`src/rtl/clksw_pkg.sv`:
```
package clksw_pkg;

    typedef enum logic {
        SRC_RC = 1'b0,
        SRC_XO = 1'b1
    } src_t;

    typedef enum logic [1:0] {
        ST_IDLE,
        ST_WAIT,
        ST_SETTLE,
        ST_SLEEP
    } sw_state_t;

    // Status carried from the sequencer to the enable logic
    typedef struct packed {
        logic asleep;
        logic busy;
        src_t tgt;
        src_t act;
    } sw_stat_t;

    function automatic int unsigned settle_cycles(input int unsigned mhz,
                                                  input int unsigned us);
        return mhz * us;
    endfunction

    function automatic logic src_stable(input src_t s, input logic rc_stb,
                                        input logic xo_stb);
        return (s == SRC_XO) ? xo_stb : rc_stb;
    endfunction

endpackage

```
`src/rtl/clksw_settle.sv`:
```
module clksw_settle #(
    parameter int unsigned LIM = 3200,
    parameter bit          USE = 1'b1
) (
    input  logic clk,
    input  logic rst,
    input  logic run_i,
    output logic done_o
);
    localparam int unsigned CW = (LIM > 1) ? $clog2(LIM) : 1;

    generate
        if (USE) begin : g_cnt
            logic [CW-1:0] cnt_q;
            always_ff @(posedge clk) begin
                if (rst || !run_i) cnt_q <= '0;
                else               cnt_q <= cnt_q + 1'b1;
            end
            assign done_o = run_i && (cnt_q == CW'(LIM - 1));

            // the count never passes the limit while running
            cnt_bound_chk: assert property (@(posedge clk) disable iff (rst)
                run_i |-> (cnt_q <= CW'(LIM - 1)));
        end else begin : g_none
            assign done_o = run_i;
        end
    endgenerate

endmodule

```
`src/rtl/clksw_seq.sv`:
```
module clksw_seq
    import clksw_pkg::*;
#(
    parameter bit USE_SETTLE = 1'b1
) (
    input  logic     clk,
    input  logic     rst,
    input  logic     sel_xo_i,
    input  logic     sleep_i,
    input  logic     rc_stable_i,
    input  logic     xo_stable_i,
    input  logic     settle_done_i,
    output logic     settle_run_o,
    output sw_stat_t stat_o
);
    sw_state_t state_q;
    src_t      act_q, tgt_q;
    logic      was_xo_q;

    always_ff @(posedge clk) begin
        if (rst) begin
            state_q  <= ST_IDLE;
            act_q    <= SRC_RC;
            tgt_q    <= SRC_RC;
            was_xo_q <= 1'b0;
        end else begin
            case (state_q)
                ST_IDLE: begin
                    if (sleep_i) begin
                        state_q  <= ST_SLEEP;
                        was_xo_q <= (act_q == SRC_XO);
                    end else if (src_t'(sel_xo_i) != act_q) begin
                        tgt_q   <= src_t'(sel_xo_i);
                        state_q <= ST_WAIT;
                    end
                end
                ST_WAIT: begin
                    if (sleep_i) begin
                        state_q  <= ST_SLEEP;
                        was_xo_q <= (act_q == SRC_XO);
                    end else if (src_stable(tgt_q, rc_stable_i, xo_stable_i)) begin
                        if (tgt_q == SRC_XO && USE_SETTLE) begin
                            state_q <= ST_SETTLE;
                        end else begin
                            act_q   <= tgt_q;
                            state_q <= ST_IDLE;
                        end
                    end
                end
                ST_SETTLE: begin
                    if (sleep_i) begin
                        state_q  <= ST_SLEEP;
                        was_xo_q <= (act_q == SRC_XO);
                    end else if (!xo_stable_i) begin
                        state_q <= ST_WAIT;
                    end else if (settle_done_i) begin
                        act_q   <= SRC_XO;
                        state_q <= ST_IDLE;
                    end
                end
                default: begin
                    if (!sleep_i) begin
                        act_q <= SRC_RC;
                        if (was_xo_q) begin
                            tgt_q   <= SRC_XO;
                            state_q <= ST_WAIT;
                        end else begin
                            state_q <= ST_IDLE;
                        end
                    end
                end
            endcase
        end
    end

    assign settle_run_o  = (state_q == ST_SETTLE);
    assign stat_o.asleep = (state_q == ST_SLEEP);
    assign stat_o.busy   = (state_q == ST_WAIT) || (state_q == ST_SETTLE);
    assign stat_o.tgt    = tgt_q;
    assign stat_o.act    = act_q;


    xo_rise_chk: assert property (@(posedge clk) disable iff (rst)
        (act_q == SRC_XO && $past(act_q) == SRC_RC) |-> $past(xo_stable_i));

    rc_fall_chk: assert property (@(posedge clk) disable iff (rst)
        (act_q == SRC_RC && $past(act_q) == SRC_XO)
            |-> ($past(rc_stable_i) || $past(state_q) == ST_SLEEP));

    wake_rc_chk: assert property (@(posedge clk) disable iff (rst)
        ($past(state_q) == ST_SLEEP && state_q != ST_SLEEP) |-> (act_q == SRC_RC));

    tgt_hold_chk: assert property (@(posedge clk) disable iff (rst)
        (stat_o.busy && $past(stat_o.busy)) |-> $stable(tgt_q));

endmodule

```
`src/rtl/clksw_osc_ctl.sv`:
```
module clksw_osc_ctl
    import clksw_pkg::*;
(
    input  logic     clk,
    input  logic     rst,
    input  sw_stat_t stat_i,
    input  logic     pd_i,
    output logic     rc_en_o,
    output logic     xo_en_o
);
    logic rc_need, xo_need;

    always_comb begin
        rc_need = (stat_i.act == SRC_RC) || (stat_i.busy && stat_i.tgt == SRC_RC);
        xo_need = (stat_i.act == SRC_XO) || (stat_i.busy && stat_i.tgt == SRC_XO);
        rc_en_o = !stat_i.asleep && (rc_need || !pd_i);
        xo_en_o = !stat_i.asleep && (xo_need || !pd_i);
    end


    sleep_off_chk: assert property (@(posedge clk) disable iff (rst)
        stat_i.asleep |-> (!rc_en_o && !xo_en_o));

    active_on_chk: assert property (@(posedge clk) disable iff (rst)
        !stat_i.asleep |-> ((stat_i.act == SRC_XO) ? xo_en_o : rc_en_o));

    pend_on_chk: assert property (@(posedge clk) disable iff (rst)
        (stat_i.busy && stat_i.tgt == SRC_XO) |-> xo_en_o);

endmodule

```
`src/rtl/clk_src_switch.sv`:
```
module clk_src_switch
    import clksw_pkg::*;
#(
    parameter int unsigned CLK_MHZ   = 50,
    parameter int unsigned SETTLE_US = 64,
    parameter bit          SETTLE_EN = 1'b1,
    parameter int unsigned DIV_W     = 3
) (
    input  logic             clk,
    input  logic             rst,
    input  logic             sel_xo_i,
    input  logic             osc_pd_i,
    input  logic             rc_stable_i,
    input  logic             xo_stable_i,
    input  logic             sleep_i,
    input  logic [DIV_W-1:0] clk_div_i,
    output logic             rc_en_o,
    output logic             xo_en_o,
    output logic             src_xo_o,
    output logic             busy_o,
    output logic             deep_ok_o,
    output logic [DIV_W-1:0] clk_div_o
);
    localparam int unsigned SETTLE_LIM = settle_cycles(CLK_MHZ, SETTLE_US);
    localparam bit          USE_SETTLE = SETTLE_EN && (SETTLE_LIM > 0);

    sw_stat_t         stat;
    logic             settle_run, settle_done;
    logic [DIV_W-1:0] div_q;

    clksw_seq #(.USE_SETTLE(USE_SETTLE)) u_seq (
        .clk          (clk),
        .rst          (rst),
        .sel_xo_i     (sel_xo_i),
        .sleep_i      (sleep_i),
        .rc_stable_i  (rc_stable_i),
        .xo_stable_i  (xo_stable_i),
        .settle_done_i(settle_done),
        .settle_run_o (settle_run),
        .stat_o       (stat)
    );

    clksw_settle #(.LIM(SETTLE_LIM), .USE(USE_SETTLE)) u_settle (
        .clk   (clk),
        .rst   (rst),
        .run_i (settle_run),
        .done_o(settle_done)
    );

    clksw_osc_ctl u_osc (
        .clk    (clk),
        .rst    (rst),
        .stat_i (stat),
        .pd_i   (osc_pd_i),
        .rc_en_o(rc_en_o),
        .xo_en_o(xo_en_o)
    );

    always_ff @(posedge clk) begin
        if (rst) div_q <= '0;
        else     div_q <= clk_div_i;
    end

    assign src_xo_o  = (stat.act == SRC_XO);
    assign busy_o    = stat.busy;
    assign deep_ok_o = (stat.act == SRC_RC) && !stat.busy && !stat.asleep;
    assign clk_div_o = div_q;


    deep_ok_chk: assert property (@(posedge clk) disable iff (rst)
        deep_ok_o |-> (!src_xo_o && !busy_o));

    div_follow_chk: assert property (@(posedge clk) disable iff (rst)
        !$past(rst) |-> (clk_div_o == $past(clk_div_i)));

endmodule

```
`config.mk`:
```
export PLATFORM = sky130hd
export DESIGN_NAME = clk_src_switch
export DESIGN_NICKNAME = d
export VERILOG_FILES = /design/src/rtl/clksw_pkg.sv /design/src/rtl/clksw_settle.sv /design/src/rtl/clksw_seq.sv /design/src/rtl/clksw_osc_ctl.sv /design/src/rtl/clk_src_switch.sv
export SDC_FILE = /design/constraint.sdc
export NUM_CORES = 1
export LEC_CHECK = 0
export BUFFER_PORTS_ARGS = -buffer_cell sky130_fd_sc_hd__buf_2
export CORE_ASPECT_RATIO = 0.75
export CORE_MARGIN = 2
export CORE_UTILIZATION = 49
export DETAILED_ROUTE_END_ITERATION = 10
export PLACE_DENSITY_LB_ADDON = 0.25
export SLEW_MARGIN = 15
export SYNTH_ARGS = -nofsm -noshare
export SYNTH_HDL_FRONTEND = slang
export SYNTH_HIERARCHICAL = 1
export SYNTH_SLANG_ARGS = --single-unit
```
`constraint.sdc`:
```
create_clock -name clk -period 1.5 [get_ports clk]
set_input_delay 0.075 -clock clk [delete_from_list [all_inputs] [get_ports clk]]
set_output_delay 0.075 -clock clk [all_outputs]
set_load 0.05 [all_outputs]
```
Word level (Yosys, flattened, before mapping):

Cells that the tools add are included.

* register bits: 20
* output and inout port bits: 8

* mux-type cells: 25
* equality and inequality tests: 14
* add/subtract/negate cells: 1
* bitwise operators: 5
* reduce and logical (&&, ||, !) cells: 25

Operators with widths (count)
* $mux 2: 9
* $mux 1: 13
* $add 12x1->12 const B: 1
* $eq 12x12->1 const B: 1
* $reduce_and 4->1: 2
* $logic_and 1x1->1: 7
* $logic_or 1x1->1: 6
* $ne 2x2->1 const B: 3
* $ne 3x2->1 const B: 2
* $pmux 2 s3: 1
* $reduce_and 6->1: 1
* $not 1->1: 5
* $eq 2x2->1 const B: 2
* $logic_not 1->1: 4
* $ne 2x1->1 const B: 2
* $ne 4x1->1 const B: 1
* $ne 4x4->1 const B: 1
* $pmux 1 s3: 1
* $reduce_or 3->1: 1
* $eq 2x1->1 const B: 1
* $logic_not 2->1: 1
* $pmux 1 s2: 1
* $reduce_and 2->1: 1
* $reduce_bool 2->1: 1
* 2 further kinds: 2

Logic depth before layout (Yosys ltp):

Gate-level depths: netlist of run 1.

* depth after elaboration: 6
* gate-level depth with buffers: 8
* mapped depth without buffers: 8

By module:

Netlist of run 1, hierarchy kept.

Modules (own cells, without submodules)
* clksw_settle: area each 538.0 um2, sequential area each 240.2 um2, instances 1, cells each 60
* clksw_seq: area each 457.9 um2, sequential area each 100.1 um2, instances 1, cells each 53
* clk_src_switch: area each 88.8 um2, sequential area each 60.1 um2, instances 1, cells each 7
* clksw_osc_ctl: area each 26.3 um2, sequential area each 0.0 um2, instances 1, cells each 5

Worst setup path before layout of run 1:

Ideal clock, no wire load.

* path kind: register to output
* start: register u_seq.state_q[0]
* end: output port rc_en_o
* stages on the path, launching flop included: 5
* slack: -0.623 ns
* arrival: 2.048 ns
* buffers on the path: 0
* required time: 1.425 ns
* cells stage by stage: dfxtp_1 inv_1 ha_1 nand2b_1 a31oi_1

* word-level cells in the longest chain between the ends: 6
* elaborated cells on any way between the ends: 9
* classes of those cells: 3 x eq/ne; 6 x reduce/logical

RTL lines
* start, declared: line clksw_seq.sv:16 `sw_state_t state_q;`
* start signal, assigned: line clksw_seq.sv:22 `state_q <= ST_IDLE;`
* start signal, assigned: line clksw_seq.sv:30 `state_q <= ST_SLEEP;`
* start signal, assigned: line clksw_seq.sv:34 `state_q <= ST_WAIT;`
* $eq 2x1->1 / $eq 2x2->1 (equally long branches): line clksw_seq.sv:78 `assign stat_o.busy = (state_q == ST_WAIT) || (state_q == ST_SETTLE);`
* $logic_or 1x1->1 *: line clksw_seq.sv:78
* net busy_o: line clk_src_switch.sv:20 `output logic busy_o,`
* $logic_and 1x1->1 *: line clksw_osc_ctl.sv:14 `rc_need = (stat_i.act == SRC_RC) || (stat_i.busy && stat_i.tgt == SRC_RC);`
* $logic_or 1x1->1 *: line clksw_osc_ctl.sv:14
* $logic_or 1x1->1 *: line clksw_osc_ctl.sv:16 `rc_en_o = !stat_i.asleep && (rc_need || !pd_i);`
* $logic_and 1x1->1 *: line clksw_osc_ctl.sv:16
* end, declared: line clk_src_switch.sv:17 `output logic rc_en_o,`

The timed path passes the listed nets; every way through them passes the cells marked *.

Worst setup path in the final report of run 1:

* start: register u_settle.g_cnt.cnt_q[8]
* end: register u_seq.state_q[1]

* word-level cells in the longest chain between the ends: 4

RTL lines
* start, declared: line clksw_settle.sv:14 `logic [CW-1:0] cnt_q;`
* start signal, assigned: line clksw_settle.sv:17 `else cnt_q <= cnt_q + 1'b1;`
* $eq 12x12->1: line clksw_settle.sv:19 `assign done_o = run_i && (cnt_q == CW'(LIM - 1));`
* $logic_and 1x1->1: line clksw_settle.sv:19
* net settle_done: line clk_src_switch.sv:28 `logic settle_run, settle_done;`
* $ne 4x4->1 (no line)
* $reduce_and 4->1 (no line)

The timed path passes the listed nets, and every way through them passes these cells.
A chain may end at the register's enable or synchronous reset.

==> flow_summary.yaml, run 1 <==
placed_design:
  io_buffers: 17
  dpl.hpwl_mm: 2.059
  pre_cts_ws_ns: -0.2276
  gp_congestion: 0.8193
  placed_area_mm2: 0.001413
sta:
  final_hold_viol_count: 0
  rsz0062_at_grt: "true"
  fmax_mhz: 597.0
  relSlewSlack_pct: 72.41
  drv_slew: 0
  min_period_ns: 1.675
  worst_slew_pin_slew_ns: 0.4138
  fin_worst_skew_ns: 0.008851
  tns_ns: -0.5439
  setup_violations: 5
  hold_ws_ns: 0.07130
  finalWorstSetupSlack_ns: -0.1750
  post-route-period-util_pct: 111.7
clock_tree:
  clockBufferDepth: 2
  cts_tree: "yes"
  clock_latency_ns: 0.30
  root_buffer: "clkbuf_4"
  clk_pin_slew_ns: 0.10
  htree_levels: 1
  cts.sinks: 20
  cts_setup_buffers: 0
  cts_buffers: 3
global_route:
  grt_max_degree: 14
  antenna_found_initial: 0
  grt_usage_pct: 23.29
  grt_pass1_vias: 1081
  grt.overflow.total: 0
  grt_pass1_wl_mm: 4.643
synth:
  synthFlopType: "dfxtp_1"
  yosysTopAreaCell: "dfxtp_1"
  ys_seq_area_share_pct: 36.04
  synth_area_leaders: "dfxtp_1 (36%), ha_1 (7.9%), a21oi_1 (5.0%)"
  syn_avg_cell_area_um2: 8.889
  yosysMostFrequentCell: "dfxtp_1"
  synth_common_cells: "dfxtp_1 (20), a21oi_1 (11)"
  synthCells: 125
  synth_edf_count: 0
  async_reset_ff_share_pct: 0
  syn_nets: 142
  netlist_area_mm2: 0.001111
  yosys.area.top_type_share_pct: 36.04
  ys.warnings.count: 6
  synthDistinctLibCells: 39
  ys_ff_latch: 20
floorplan:
  num_io_pins: 18
  rows: 14
  start_util_pct: 53.75
  fp.dieArea_mm2: 0.002668
  fp.dieW_um: 58.99
  die_y_um: 45.24
  core_area_mm2: 0.002067
power:
  leakage_uw: 0.0006328
  power_density_mw_per_mm2: 1586
  peakVddDrop_mv: 1.029
  power_uw: 2569
worst_setup_path:
  worstSetupPathType: "reg -> reg"
  timing.reg2reg.setup_slack_ns: -0.17
  critPathLaunchType: "flip-flop"
  end_kind: "flip-flop"
  reg2reg_to: "u_seq/state_q[1]"
  worstPathRequired_ns: 1.68
  critPathMaxFanout: 2
  crit_arrival_ns: 1.86
  crit_end: "u_seq/state_q[1]"
  cp-startpoint: "u_settle/g_cnt.cnt_q[8]"
  r2r_cells: 7
  r2r-start: "u_settle/g_cnt.cnt_q[8]"
outcome:
  status: "finished, violations left"
  violations: "DRC, setup timing"
layout:
  register_area_um2: 412.9
  final_cell_area_mm2: 0.001620
  area_growth_syn_to_layout_pct: 45.83
  n_antenna_cell: 0
  finalNetCount: 185
  drive_gt1_share_pct: 43.71
  multi_input_area_um2: 767.0
  fillers: 149
detailed_routing:
  num_vias: 1100
  dr.pass1.iters: 7
  drt_iter0_drc: 57
  routed_wl_mm: 2.805
  ant_nets: 0
  avgRoutedWirePerCell_um: 14.69
  drc_errors: 2
  vias_per_cell: 5.759
run:
  max_cap_viol_count: 0
hold_path:
  hold_path_class: "in -> reg"
==> worst max-delay path, stage by stage, from the launching register on <==
cell and delay, ns:
dfxtp_2 0.35, nor4b_4 0.26, nand3_1 0.12, nor3_2 0.20, inv_1 0.09, a31o_1 0.24
o31ai_1 0.21, a21oi_1 0.10
==> through the flow <==
| stage | std cells | util, % |
|---|---|---|
| after floorplan | 125 | - |
| after global placement | 185 | 68.34 |
| after detailed placement | 185 | 68.34 |
| after CTS | 191 | 75.79 |
| after global routing | 191 | 78.39 |
| final | 191 | 78.39 |
==> state kept, by name (all words and copies together), names as in the netlist <==
signal                count
clk_div_o                 3
u_seq/tgt_q               1
u_seq/state_q             2
u_seq/act_q               1
u_settle/g_cnt.cnt_q     12
u_seq/was_xo_q            1
==> worst min path at each step <==
stage                       startpoint  cells past startpoint          endpoint
after global placement    clk_div_i[1]                      2      clk_div_o[1]
after detailed placement  clk_div_i[1]                      2      clk_div_o[1]
after CTS                          rst                      2      clk_div_o[1]
after floorplan                    rst                      1  u_seq/state_q[0]
after global routing               rst                      2      clk_div_o[1]
final                              rst                      2  u_seq/state_q[0]
==> cell families after synthesis <==
logic type | count (synthesis) | synth area share [%]
xor gates and xnor gates | 3 | 2.365
buffers and inverters | 12 | 5.517
adders and majority gates | 7 | 7.883
DFF | 20 | 36.04
AOI/OAI and AO/OA | 37 | 21.51
and+or+nand+nor | 43 | 23.99
muxes | 3 | 2.703
==> repair_timing <==
item,in CTS,in global routing
hold endpoints to repair,3,0
hold buffers,3,0
pin swaps,6,6
resized for setup,23,16
cloned,0,0
setup endpoints to repair,8,12
==> cell usage in the layout (no fill, tap or decap), drive strengths merged, types with 5 or more instances in the layout <==
| master | netlist | routed |
|---|---|---|
| buf | 4 | 40 |
| dfxtp | 20 | 20 |
| a21oi | 11 | 11 |
| nor2b | 7 | 7 |
| o31ai | 7 | 7 |
| inv | 7 | 7 |
| ha | 7 | 7 |
| nor2 | 6 | 6 |
| o21ai | 5 | 5 |
| nand2 | 5 | 5 |
==> power by group <==
| group | leakage, uW | total [uW] | switching [uW] | internal, uW |
|---|---|---|---|---|
| logic | 0.000438 | 1500 | 820 | 685 |
| clock network | 0.0000279 | 428 | 158 | 270 |
| registers | 0.000167 | 636 | 51.4 | 585 |
| total | 0.000633 | 2570 | 1030 | 1540 |
==> final cells by class <==
cell class,count,area share (%)
Clock buffer,3,1.390
Timing Repair Buffer,43,20.46
Clock inverter,1,1.853
Tap cell,24,1.853
Sequential cell,20,25.48
Inverter,7,1.622
Multi-Input combinational cell,93,47.34
==> routing by layer <==
metal  share of wire [%]  GRT usage (%)
met3                 5.7          6.590
met1                  46          29.93
met4                   0          3.182
met5                   0              0
met2                  49          40.22
Note: power is estimated with default switching activity, not from simulation.
==> run 2: changes to the inputs <==
- CORE_UTILIZATION: 49 -> 55
- GPL_TIMING_DRIVEN: not set -> 0
- clock period: 1.5 -> 2.02 ns (I/O delays scaled with it)
==> run 2 against run 1 <==
Compared with the run above: the flow now finishes without violations; largest cell class unchanged; worst hold slack better by 0.0039 ns; clock skew is essentially flat; clock power fell by 23%; count of clock-buffer cells in the layout is the same; routed wire length decreased by 18%; core utilization shrank 10 points; flip-flop and latch count stayed put; sequential share of layout area grew 4.5 points; via count fell by 8.4%; worst setup slack gained 0.32 ns.
==> flow_summary.yaml, run 2 (synthesis gave the netlist of run 1 again) <==
sta:
  setup_violations: 0
  worst_slew_pin_slew_ns: 0.4400
  fin_worst_skew_ns: 0.008661
  fmax_mhz: 532.1
  final_hold_viol_count: 0
  tns_ns: 0
  relSlewSlack_pct: 70.67
  min_period_ns: 1.879
  post-route-period-util_pct: 93.04
  rsz0062_at_grt: "false"
  drv_slew: 0
detailed_routing:
  avgRoutedWirePerCell_um: 13.24
  dr.pass1.iters: 4
  routed_wl_mm: 2.291
  drc_errors: 0
  num_vias: 1008
  drt_iter0_drc: 27
  vias_per_cell: 5.827
  ant_nets: 0
worst_setup_path:
  critPathMaxFanout: 6
  r2r_cells: 8
  crit_arrival_ns: 1.78
  timing.reg2reg.setup_slack_ns: 0.17
  r2r-start: "u_seq/state_q[0]"
  worstPathRequired_ns: 1.92
  critPathLaunchType: "flip-flop"
  worstSetupPathType: "reg -> out"
  reg2reg_to: "u_seq/state_q[1]"
  end_kind: "output port"
hold_path:
  worstHoldEndpoint: "clk_div_o[1]"
  hold_depth: 2
  worstHoldStart: "rst"
  hold_path_class: "in -> reg"
floorplan:
  fp.dieW_um: 55.90
  core_area_mm2: 0.001962
  die_y_um: 42.93
  start_util_pct: 56.63
  rows: 14
  fp.dieArea_mm2: 0.002400
  num_io_pins: 18
clock_tree:
  cts_buffers: 3
  htree_levels: 1
  clockBufferDepth: 2
  root_buffer: "clkbuf_4"
  cts_tree: "yes"
  clk_pin_slew_ns: 0.12
  clock_latency_ns: 0.31
  cts.sinks: 20
placed_design:
  io_buffers: 17
  dpl.hpwl_mm: 1.656
  gp_congestion: 0.8592
layout:
  final_common_cell: "dfxtp_1"
  drive_gt1_share_pct: 22.15
  finish.utilization_pct: 67.98
  area_growth_syn_to_layout_pct: 20.05
  largest_reg_flops: 12
  register_area_um2: 400.4
  n_antenna_cell: 0
  multi_input_area_um2: 671.9
  largest_register: "u_settle/g_cnt.cnt_q"
  layout_common_cells: "dfxtp_1 (20), buf_2 (17), a21oi_1 (11)"
  fillers: 154
  finalNetCount: 167
global_route:
  antenna_found_initial: 0
  grt_pass1_wl_mm: 3.960
  grt.overflow.total: 0
  grt_usage_pct: 20.63
  grt_max_degree: 13
  grt_pass1_vias: 931
power:
  power_density_mw_per_mm2: 1143
  peakVddDrop_mv: 1.042
  leakage_uw: 0.0004936
run:
  max_cap_viol_count: 0
outcome:
  status: "completed"
-- run 2: critical path, stage by stage (launching register included) --
cell     delay (ns)
dfxtp_1        0.43
inv_1          0.11
ha_2           0.40
nand2_1        0.09
a31oi_2        0.17
buf_2          0.28
-- run 2: metrics by stage --
stage,total power [uW],instances,instance area (um2),setup slack [ns],hold slack (ns)
after CTS,1510,173,1321,0.004994,0.06799
final,1524,173,1334,0.1406,0.07517
after global placement,1150,166,1239,0.1364,0.3154
after floorplan,1027,125,1124,0.1021,0.1701
after detailed placement,1169,166,1239,0.08340,0.3181
after global routing,1603,173,1334,0.01059,0.09410
-- run 2: worst max-delay path by stage --
stage,startpoint,endpoint
floorplan,u_seq/state_q[0],xo_en_o
global placement,u_seq/state_q[0],u_seq/state_q[1]
detailed placement,u_seq/state_q[0],u_seq/state_q[0]
CTS,u_seq/state_q[0],u_seq/state_q[1]
global route,u_seq/state_q[0],u_seq/state_q[0]
finish,u_seq/state_q[0],xo_en_o
-- run 2: per-layer routing --
metal	global-route usage (%)	wire length, um	vias to the layer above
met2	33.10	1022	33
met4	4.286	4	0
met5	0	0	-
met1	27.07	1117	465
li1	-	-	508
met3	7.317	147	2
-- run 2: cell type report --
class,instances,share of cell area (%)
multi-input cells,93,50.38
flip-flops and latches,20,30.02
repair buffers,20,8.818
plain buffers,5,2.627
clock inverters,1,2.251
well taps,24,2.251
inverters,7,1.970
clock buffers,3,1.689
-- run 2: where the power goes --
| group | internal (uW) | switching (uW) |
|---|---|---|
| sequential | 428 | 40.2 |
| clock | 201 | 129 |
| combinational | 253 | 473 |
| total | 882 | 642 |
-- run 2: repair_timing --
action | in CTS | in global routing
hold buffers | 3 | 0
gates resized for setup | 0 | 4
endpoints found under the hold margin | 3 | 0
setup buffers | 0 | 0
setup endpoints to repair | 0 | 4
